--- config.mk ---
export PLATFORM = sky130hd
export DESIGN_NAME = crs_row_walker
export DESIGN_NICKNAME = d
export VERILOG_FILES = /design/src/rtl/crs_walk_pkg.sv /design/src/rtl/crs_row_len.sv /design/src/rtl/crs_walk_fsm.sv /design/src/rtl/crs_beat_align.sv /design/src/rtl/crs_row_walker.sv
export SDC_FILE = /design/constraint.sdc
export NUM_CORES = 1
export LEC_CHECK = 0
export BUFFER_PORTS_ARGS = -buffer_cell sky130_fd_sc_hd__clkbuf_2
export CORE_MARGIN = 1.5
export CORE_UTILIZATION = 50
export DETAILED_ROUTE_END_ITERATION = 16
export PLACE_DENSITY = 0.7
export SYNTH_ARGS = -nofsm -noshare
export SYNTH_HDL_FRONTEND = slang
export SYNTH_HIERARCHICAL = 1
export SYNTH_SLANG_ARGS = --single-unit
--- constraint.sdc ---
create_clock -name clk -period 13.9 [get_ports clk]
set_input_delay 2.78 -clock clk [delete_from_list [all_inputs] [get_ports clk]]
set_output_delay 2.78 -clock clk [all_outputs]
set_load 0.05 [all_outputs]
--- src/rtl/crs_walk_pkg.sv ---
package crs_walk_pkg;
  typedef enum logic [1:0] {WK_IDLE, WK_PTR, WK_DATA, WK_HOLD} wk_state_e;
  typedef enum logic [1:0] {PS_ROW, PS_NEXT, PS_LEN} ptr_step_e;
endpackage

--- src/rtl/crs_row_len.sv ---
module crs_row_len #(
  parameter int NZ_W = 20
) (
  input  logic [NZ_W-1:0] cur_ptr,
  input  logic [NZ_W-1:0] nxt_ptr,
  input  logic [NZ_W-1:0] nnz,
  input  logic            last,
  output logic [NZ_W-1:0] len,
  output logic            empty
);
  logic [NZ_W-1:0] end_ptr;

  // the final row ends at the total count, not at a table entry
  assign end_ptr = last ? nnz : nxt_ptr;
  assign len     = end_ptr - cur_ptr;
  assign empty   = (len == '0);
endmodule

--- src/rtl/crs_walk_fsm.sv ---
module crs_walk_fsm
  import crs_walk_pkg::*;
#(
  parameter int ROW_W = 16,
  parameter int NZ_W  = 20
) (
  input  logic             clk,
  input  logic             rst_n,
  input  logic             start,
  input  logic [NZ_W-1:0]  nnz_total,
  input  logic [ROW_W-1:0] row_count,
  input  logic             acc_done,
  input  logic [NZ_W-1:0]  ptr_rd_data,
  output logic             busy,
  output logic             prog_end,
  output logic             ptr_rd_en,
  output logic [ROW_W-1:0] ptr_rd_addr,
  output logic             dat_rd_en,
  output logic [NZ_W-1:0]  dat_rd_addr,
  output logic             iss_valid,
  output logic             iss_half,
  output logic [NZ_W-1:0]  iss_label,
  output logic [ROW_W-1:0] iss_row,
  output logic             empty_valid,
  output logic [ROW_W-1:0] empty_idx
);
  wk_state_e        state;
  ptr_step_e        step;
  logic [ROW_W-1:0] nrows_q, row_q;
  logic [NZ_W-1:0]  nnz_q, cur_ptr_q, len_q, idx_q, waddr_q;
  logic             prog_end_q, empty_q;
  logic [ROW_W-1:0] empty_idx_q;
  logic             last_row;
  logic [NZ_W-1:0]  row_len;
  logic             row_empty;

  assign last_row = (row_q == nrows_q - 1'b1);

  crs_row_len #(.NZ_W(NZ_W)) u_len (
    .cur_ptr (cur_ptr_q),
    .nxt_ptr (ptr_rd_data),
    .nnz     (nnz_q),
    .last    (last_row),
    .len     (row_len),
    .empty   (row_empty)
  );

  // table reads: own entry first, then the next one unless this is the last row
  assign ptr_rd_en   = (state == WK_PTR) &&
                       ((step == PS_ROW) || ((step == PS_NEXT) && !last_row));
  assign ptr_rd_addr = (step == PS_NEXT) ? row_q + 1'b1 : row_q;

  // one word read serves an even element and the odd one after it
  assign dat_rd_en   = (state == WK_DATA) && !idx_q[0];
  assign dat_rd_addr = waddr_q;

  assign iss_valid   = (state == WK_DATA);
  assign iss_half    = idx_q[0];
  assign iss_label   = len_q - idx_q;
  assign iss_row     = row_q;

  assign busy        = (state != WK_IDLE);
  assign prog_end    = prog_end_q;
  assign empty_valid = empty_q;
  assign empty_idx   = empty_idx_q;

  always_ff @(posedge clk or negedge rst_n) begin
    if (!rst_n) begin
      state       <= WK_IDLE;
      step        <= PS_ROW;
      nrows_q     <= '0;
      row_q       <= '0;
      nnz_q       <= '0;
      cur_ptr_q   <= '0;
      len_q       <= '0;
      idx_q       <= '0;
      waddr_q     <= '0;
      prog_end_q  <= 1'b0;
      empty_q     <= 1'b0;
      empty_idx_q <= '0;
    end else begin
      prog_end_q <= 1'b0;
      empty_q    <= 1'b0;
      case (state)
        WK_IDLE: begin
          if (start) begin
            nrows_q <= row_count;
            nnz_q   <= nnz_total;
            row_q   <= '0;
            waddr_q <= '0;
            step    <= PS_ROW;
            if (row_count == '0) prog_end_q <= 1'b1;
            else                 state      <= WK_PTR;
          end
        end
        WK_PTR: begin
          case (step)
            PS_ROW:  step <= PS_NEXT;
            PS_NEXT: begin
              cur_ptr_q <= ptr_rd_data;
              step      <= PS_LEN;
            end
            default: begin
              step <= PS_ROW;
              if (row_empty) begin
                empty_q     <= 1'b1;
                empty_idx_q <= row_q;
                if (last_row) begin
                  state      <= WK_IDLE;
                  prog_end_q <= 1'b1;
                end else begin
                  row_q <= row_q + 1'b1;
                end
              end else begin
                len_q <= row_len;
                idx_q <= '0;
                state <= WK_DATA;
              end
            end
          endcase
        end
        WK_DATA: begin
          idx_q <= idx_q + 1'b1;
          if (!idx_q[0]) waddr_q <= waddr_q + 1'b1;
          if (idx_q == len_q - 1'b1) state <= WK_HOLD;
        end
        default: begin
          if (acc_done) begin
            if (last_row) begin
              state      <= WK_IDLE;
              prog_end_q <= 1'b1;
            end else begin
              row_q <= row_q + 1'b1;
              step  <= PS_ROW;
              state <= WK_PTR;
            end
          end
        end
      endcase
    end
  end


  hold_wait_chk: assert property (@(posedge clk) disable iff (!rst_n)
    (state == WK_HOLD && !acc_done) |=> (state == WK_HOLD));


  start_busy_ignored_chk: assert property (@(posedge clk) disable iff (!rst_n)
    (busy && start) |=> ($stable(nrows_q) && $stable(nnz_q)));


  ptr_in_range_chk: assert property (@(posedge clk) disable iff (!rst_n)
    ptr_rd_en |-> (ptr_rd_addr < nrows_q));


  word_spacing_chk: assert property (@(posedge clk) disable iff (!rst_n)
    dat_rd_en |=> !dat_rd_en);


  end_idle_chk: assert property (@(posedge clk) disable iff (!rst_n)
    prog_end |-> !busy);
endmodule

--- src/rtl/crs_beat_align.sv ---
module crs_beat_align #(
  parameter int VAL_W = 32,
  parameter int COL_W = 16,
  parameter int ROW_W = 16,
  parameter int NZ_W  = 20,
  parameter int LAT   = 10
) (
  input  logic               clk,
  input  logic               rst_n,
  input  logic               iss_valid,
  input  logic               iss_half,
  input  logic [NZ_W-1:0]    iss_label,
  input  logic [ROW_W-1:0]   iss_row,
  input  logic [2*VAL_W-1:0] dat_rd_val,
  input  logic [2*COL_W-1:0] dat_rd_col,
  output logic               elem_valid,
  output logic [VAL_W-1:0]   elem_val,
  output logic [COL_W-1:0]   elem_col,
  output logic [NZ_W-1:0]    elem_label,
  output logic [ROW_W-1:0]   elem_row
);
  localparam int TAIL = LAT - 1;

  logic [LAT-1:0]            trk_v, trk_h;
  logic [LAT-1:0][NZ_W-1:0]  trk_lab;
  logic [LAT-1:0][ROW_W-1:0] trk_row;
  logic [VAL_W-1:0]          hi_val_q;
  logic [COL_W-1:0]          hi_col_q;
  logic                      tail_v, tail_h;

  assign tail_v = trk_v[TAIL];
  assign tail_h = trk_h[TAIL];

  // tracking line matched to the store latency
  always_ff @(posedge clk or negedge rst_n) begin
    if (!rst_n) begin
      trk_v   <= '0;
      trk_h   <= '0;
      trk_lab <= '0;
      trk_row <= '0;
    end else begin
      trk_v[0]   <= iss_valid;
      trk_h[0]   <= iss_half;
      trk_lab[0] <= iss_label;
      trk_row[0] <= iss_row;
      for (int s = 1; s < LAT; s++) begin
        trk_v[s]   <= trk_v[s-1];
        trk_h[s]   <= trk_h[s-1];
        trk_lab[s] <= trk_lab[s-1];
        trk_row[s] <= trk_row[s-1];
      end
    end
  end

  // low half goes out at once, high half is parked for the next cycle
  always_ff @(posedge clk or negedge rst_n) begin
    if (!rst_n) begin
      hi_val_q   <= '0;
      hi_col_q   <= '0;
      elem_valid <= 1'b0;
      elem_val   <= '0;
      elem_col   <= '0;
      elem_label <= '0;
      elem_row   <= '0;
    end else begin
      elem_valid <= tail_v;
      if (tail_v) begin
        elem_label <= trk_lab[TAIL];
        elem_row   <= trk_row[TAIL];
        if (tail_h) begin
          elem_val <= hi_val_q;
          elem_col <= hi_col_q;
        end else begin
          elem_val <= dat_rd_val[VAL_W-1:0];
          elem_col <= dat_rd_col[COL_W-1:0];
          hi_val_q <= dat_rd_val[2*VAL_W-1:VAL_W];
          hi_col_q <= dat_rd_col[2*COL_W-1:COL_W];
        end
      end
    end
  end


  label_nonzero_chk: assert property (@(posedge clk) disable iff (!rst_n)
    elem_valid |-> (elem_label != '0));


  label_step_chk: assert property (@(posedge clk) disable iff (!rst_n)
    (elem_valid && elem_label > 1) |=> (elem_valid && elem_label == $past(elem_label) - 1'b1));


  half_pair_chk: assert property (@(posedge clk) disable iff (!rst_n)
    (tail_v && tail_h) |-> $past(tail_v && !tail_h));
endmodule

--- src/rtl/crs_row_walker.sv ---
module crs_row_walker #(
  parameter int VAL_W   = 32,
  parameter int COL_W   = 16,
  parameter int ROW_W   = 16,
  parameter int NZ_W    = 20,
  parameter int MEM_LAT = 10
) (
  input  logic               clk,
  input  logic               rst_n,
  input  logic               start,
  input  logic [NZ_W-1:0]    nnz_total,
  input  logic [ROW_W-1:0]   row_count,
  output logic               busy,
  output logic               prog_end,
  output logic               ptr_rd_en,
  output logic [ROW_W-1:0]   ptr_rd_addr,
  input  logic [NZ_W-1:0]    ptr_rd_data,
  output logic               dat_rd_en,
  output logic [NZ_W-1:0]    dat_rd_addr,
  input  logic [2*VAL_W-1:0] dat_rd_val,
  input  logic [2*COL_W-1:0] dat_rd_col,
  input  logic               acc_done,
  output logic               elem_valid,
  output logic [VAL_W-1:0]   elem_val,
  output logic [COL_W-1:0]   elem_col,
  output logic [NZ_W-1:0]    elem_label,
  output logic [ROW_W-1:0]   elem_row,
  output logic               empty_row_valid,
  output logic [ROW_W-1:0]   empty_row_idx
);
  logic             iss_valid, iss_half;
  logic [NZ_W-1:0]  iss_label;
  logic [ROW_W-1:0] iss_row;

  crs_walk_fsm #(.ROW_W(ROW_W), .NZ_W(NZ_W)) u_fsm (
    .clk         (clk),
    .rst_n       (rst_n),
    .start       (start),
    .nnz_total   (nnz_total),
    .row_count   (row_count),
    .acc_done    (acc_done),
    .ptr_rd_data (ptr_rd_data),
    .busy        (busy),
    .prog_end    (prog_end),
    .ptr_rd_en   (ptr_rd_en),
    .ptr_rd_addr (ptr_rd_addr),
    .dat_rd_en   (dat_rd_en),
    .dat_rd_addr (dat_rd_addr),
    .iss_valid   (iss_valid),
    .iss_half    (iss_half),
    .iss_label   (iss_label),
    .iss_row     (iss_row),
    .empty_valid (empty_row_valid),
    .empty_idx   (empty_row_idx)
  );

  crs_beat_align #(
    .VAL_W(VAL_W), .COL_W(COL_W), .ROW_W(ROW_W), .NZ_W(NZ_W), .LAT(MEM_LAT)
  ) u_align (
    .clk        (clk),
    .rst_n      (rst_n),
    .iss_valid  (iss_valid),
    .iss_half   (iss_half),
    .iss_label  (iss_label),
    .iss_row    (iss_row),
    .dat_rd_val (dat_rd_val),
    .dat_rd_col (dat_rd_col),
    .elem_valid (elem_valid),
    .elem_val   (elem_val),
    .elem_col   (elem_col),
    .elem_label (elem_label),
    .elem_row   (elem_row)
  );
endmodule

# Word level (Yosys, flattened, before mapping)
# Cells that the tools add are included.
# W data, S select, Z words.
# classes
mux,40
addsub,7
n_bitwise,4
reduce_logical,26
eq_ne,14
# op_table
operator,n
$mux W16,7
$mux W20,5
$pmux W20 S2,2
$pmux W16 S3,1
$add A20 B1 Y20 const B,2
$sub A20 B20 Y20,2
$mux W32,1
$eq A20 B20 Y1,1
$logic_not A20 Y1,1
$mux W2,10
$sub A20 B1 Y20 const B,1
$add A16 B1 Y16 const B,1
$eq A16 B16 Y1,1
$logic_not A16 Y1,1
$sub A16 B1 Y16 const B,1
$ne A2 B2 Y1 const B,6
$pmux W2 S3,2
$reduce_and A3 Y1,4
$mux W1,10
$reduce_and A2 Y1,3
$reduce_and A6 Y1,1
$reduce_bool A2 Y1,3
$reduce_and A5 Y1,1
$eq A2 B1 Y1 const B,2
other kinds (15),22
# word_totals
input_bits,156
word_cells,132
out_inout_bits,142
regBits,667

# Logic depth before layout (Yosys ltp)
# depth
depth_word,8
depth_mapped,31
mapped_depth_nobuf,27

# Modules after synthesis
# The synthesis kept the hierarchy.
# modules_own_cells
module,seq_area_each_um2,area_per_inst_um2,instances,cells_each
crs_beat_align,12837.3,14940.6,1,768
crs_walk_fsm,3853.7,9440.3,1,1097
crs_row_len,0.0,1372.6,1,185

# Worst setup path before layout
# OpenSTA, ideal clock, no wires.
# synth_path
path_type,reg-to-reg
from,reg u_fsm.nrows_q[0]
to,reg u_fsm.row_q[12] (netlist: u_fsm/iss_row[12])
n_path_buf,5
arrival_ns,6.881
setup_time_ns,0.118
slack_ns,6.901
t_required_ns,13.782
period_less_slack_ns,6.999
path_stages_with_launch,31
path_cell_list,dfrtp_1 -> inv_1 -> ha_1 -> or4b_1 -> o31a_1 -> or3_1 -> a31o_1 -> buf_6 -> buf_6 -> nor3_1 -> clkbuf_1 -> buf_1 -> mux2i_1 -> ha_1 -> inv_1 -> fa_1 -> a211oi_2 -> nor2_1 -> xor2_1 -> nor4b_1 -> o2111ai_1 -> a2111o_1 -> nor4_1 -> nor4b_2 -> nand2_1 -> a21oi_1 -> o21ai_1 -> clkbuf_1 -> a21oi_1 -> o41ai_2 -> a21o_1
# synth_via
elab_chain_len,7
word_cells_on_any_way,12
classes_between,add/sub: 2; eq/ne: 2; mux: 6; reduce/logical: 2
# synth_rtl
item,line_no,rtl
start: declaration,crs_walk_fsm.sv:29,"logic [ROW_W-1:0] nrows_q, row_q;"
start signal: assignment,crs_walk_fsm.sv:87,nrows_q <= row_count;
$sub A16 B1 Y16,crs_walk_fsm.sv:37,assign last_row = (row_q == nrows_q - 1'b1);
$eq A16 B16 Y1,crs_walk_fsm.sv:37,
via u_fsm.last_row,crs_walk_fsm.sv:33,logic last_row;
$mux W20,crs_row_len.sv:14,assign end_ptr = last ? nnz : nxt_ptr;
$sub A20 B20 Y20,crs_row_len.sv:15,assign len = end_ptr - cur_ptr;
via u_fsm.row_len[4],crs_walk_fsm.sv:34,logic [NZ_W-1:0] row_len;
$logic_not A20 Y1,crs_row_len.sv:16,assign empty = (len == '0);
via u_fsm.row_empty,crs_walk_fsm.sv:35,logic row_empty;
$ne A2 B1 Y1 (no source line),--,
$reduce_and A5 Y1 (no source line),--,
end signal: assignment,crs_walk_fsm.sv:112,row_q <= row_q + 1'b1;
end signal: assignment,crs_walk_fsm.sv:133,row_q <= row_q + 1'b1;
end: declaration,crs_walk_fsm.sv:29,
# The timed path passes the listed nets, and every way through them passes these cells. The select of a mux whose other input is x is not followed.
# A chain may end at the register's enable or synchronous reset.

# Final worst setup path
# layout_path
from,reg u_fsm.nrows_q[0]
to,reg u_fsm.empty_idx_q[11] (netlist: u_fsm/empty_idx[11])
# layout_via
elab_chain_len,6
# layout_rtl
item,line_no,rtl
$sub A16 B1 Y16,crs_walk_fsm.sv:37,
$eq A16 B16 Y1,crs_walk_fsm.sv:37,
via u_fsm.last_row,crs_walk_fsm.sv:33,
$mux W20,crs_row_len.sv:14,
$sub A20 B20 Y20,crs_row_len.sv:15,
via u_fsm.row_len[14],crs_walk_fsm.sv:34,
$logic_not A20 Y1,crs_row_len.sv:16,
via u_fsm.row_empty,crs_walk_fsm.sv:35,
$reduce_and A3 Y1 (no source line),--,
end signal: assignment,crs_walk_fsm.sv:107,empty_idx_q <= row_q;
end: declaration,crs_walk_fsm.sv:32,logic [ROW_W-1:0] empty_idx_q;
# The timed path passes the listed nets, and every way through them passes these cells.

==> results.toml <==
[clock_network]
root_buffer = "clkbuf_16"
cts_setup_buffers = 0
hold_buffers = 0
cts-htree-levels = 3
cts_resized = 0
clk_pin_slew_ns = 0.06
clockBufferDepth = 3
clk_latency_ns = 0.60
cts_tree = "yes"
clock-sinks = 667
cts-buffers-inserted = 68

[floorplanning]
start_util_pct = 51.02
rows = 82
core_region_area_mm2 = 0.05048
die_w_um = 230.0
die_y_um = 230.0
die_area_mm2 = 0.05288
ioPinCount = 298

[timing]
fin_setup_tns_ns = 0
whs_ns = 0.3347
final-max-slew-violation-count = 0
slew_headroom_pct = 22.86
setup_ws_ns = 6.061
setup_viol = 0
tightest_slew_ns = 1.154
fin_worst_skew_ns = 0.01591
fin_crit_ns = 7.839
period_share_pct = 56.40
hold_viol_final = 0
clock.fmax_mhz = 127.6
rsz0062_at_grt = "false"

[place]
place_area_mm2 = 0.02776
preCtsSetupSlack_ns = 6.124
dp.cells = 2942
gp_congestion = 0.8789
portBuffers = 297
dp_hpwl_um = 35770

[worst_setup_path]
critPathMaxFanout = 21
start_kind = "flop"
crit_path_end_kind = "flop"
arrival_ns = 8.30
worstPathRequired_ns = 14.36
worst-setup-path-type = "flop to flop"

[global_routing]
grt_antenna_before_repair = 0
grt_max_degree = 173
grt-ovfl-total = 0
grt_usage_pct = 20.88
grt_pass1_vias = 17090
grt_pass1_wl_um = 88730

[yosys]
syn-num-nets = 2253
synth_cell_types = 87
synth_top_area_share_pct = 64.81
postSynthAreaPerCell_um2 = 12.56
synth.area.top_cells = "dfrtp_1, mux2_2, nand2_1, mux2i_1, ha_1"
yosysSeqAreaShare_pct = 64.81
synth_edf_count = 0
yosysWarnings = 6
yosys.area.top_type = "dfrtp_1"
ys_async_sr_fraction_pct = 100.0
syn-cell-area_mm2 = 0.02575
syn_inst = 2050
synthFlopType = "dfrtp_1"
ys_ff_latch = 667

[routing]
met3_length_um = 2932
drt_iter0_drc = 996
avgViaCountPerCell = 5.338
ant_nets = 0
wl_per_cell_um = 17.60
drt_first_pass_iters = 5
dr_wl_met2_um = 26640
wirelength_um = 53950
routed-via-count = 16362
highest-signal-layer = "met4"
wirelength_met1_um = 23000
drcViolationCount = 0

[job]
cap_violations = 0

[hold_path]
min_path_type = "flop to flop"

[power_and_ir_drop]
cellPowerDensity_mw_per_mm2 = 258.0
power_leakage_nw = 13.78
ir_worst_vdd_uv = 115.8
p_total_mw = 7.752

[final_layout]
final_cell_mix = "dfrtp_1, clkbuf_2, nand2_1"
final_core_util_pct = 59.53
post_layout_nonfiller_instances = 3065
mostFrequentLayoutCell = "dfrtp_1"
syn_to_final_growth_pct = 16.68
fill_cells = 4002
stdcell_area_mm2 = 0.03005
fin_nets = 2543
drive_gt1_share_pct = 24.95
n_antenna_cell = 0

[status]
status = "completed"
[synth_stat cells, types with 12 or more instances]
library cell  number
a21o_1            17
a21oi_1          100
and3_1            22
buf_2             19
buf_6             14
clkbuf_1          45
dfrtp_1          667
ha_1              45
inv_1             69
mux2_2           118
mux2_4            20
mux2i_1           60
nand2_1          242
nand3_1           56
nand4_1           12
nor2_1           130
nor3_1            37
nor4_1            24
o21ai_0           46
o31ai_1           12
or3_1             17
xnor2_1           54
xor2_1            42
[worst max-delay path, stage by stage (launching register included)]
cell and delay [ns]:
dfrtp_1 0.43, inv_1 0.12, ha_1 0.22, or4b_1 0.66, o31a_1 0.39, or3_1 0.35
a31o_1 0.49, nor3_2 0.26, buf_4 0.32, mux2_2 0.39, ha_1 0.35, a2111oi_0 0.46
o21ai_1 0.24, a211oi_1 0.34, nor2_1 0.13, xnor2_1 0.17, a311o_1 0.32, nor4_1 0.17
nor4b_2 0.47, nand3_1 0.82, mux2_2 0.56
[logic make-up (layout without fill, tap and decap cells)]
kind of cell             after synthesis  after routing  synth area share (%)
buffers and inverters                161            504                 2.852
flip-flops                           667            667                 64.81
adder cells (fa/ha/maj)               47             47                 2.342
AND/OR/NAND/NOR                      607            607                 11.08
AO/OA/AOI/OAI                        274            274                 6.996
multiplexers                         198            198                 8.658
XOR/XNOR                              96             96                 3.265
[sequential cells by signal, summed over array words and instances (netlist names), 20 cells and up]
register	cells
u_align/elem_label	20
u_align/elem_val	32
u_align/hi_val_q	32
u_align/trk_lab	200
u_align/trk_row	160
u_fsm/cur_ptr_q	20
u_fsm/dat_rd_addr	20
u_fsm/idx_q	20
u_fsm/len_q	20
u_fsm/nnz_q	20
[worst paths after layout]
path                                          startpoint                                to  slack [ns]  cells past startpoint
max                         u_fsm/nrows_q[0]$_DFFE_PN0P_   u_fsm/empty_idx[11]$_DFFE_PN0P_        6.06                     20
min                        u_align/trk_row[12]$_DFF_PN0_     u_align/trk_row[28]$_DFF_PN0_        0.33                      0
max reg2reg                 u_fsm/nrows_q[0]$_DFFE_PN0P_   u_fsm/empty_idx[11]$_DFFE_PN0P_        6.06                     20
min reg2reg                u_align/trk_row[12]$_DFF_PN0_     u_align/trk_row[28]$_DFF_PN0_        0.33                      0
max in group asynchronous                          rst_n    u_align/trk_lab[187]$_DFF_PN0_        9.31                      3
min in group asynchronous                          rst_n  u_align/elem_row[10]$_DFFE_PN0P_        2.25                      1
[layout make-up]
class / instances / area [um2] / area share, %
multi-input cells: 1222 / 8334 / 27.73
well taps: 672 / 840.8 / 2.798
inverters: 71 / 266.5 / 0.8869
repair buffers: 310 / 1619 / 5.388
flip-flops and latches: 667 / 16700 / 55.56
clock inverters: 30 / 387.9 / 1.291
clock buffers: 93 / 1906 / 6.341
[layer usage]
metal / vias to the layer above / global-route usage (%)
met4: 0 / 7.659
met2: 501 / 35.13
met3: 102 / 3.534
li1: 7609 / -
met5: - / 0
met1: 8150 / 27.28
[power breakdown]
group / internal (mW) / switching (mW) / leakage, nW
clock: 1.09 / 0.747 / 1.13
combinational: 0.954 / 1.67 / 4.94
sequential: 2.79 / 0.505 / 7.71
total: 4.83 / 2.92 / 13.8
Note: power is estimated with default switching activity, not from simulation.
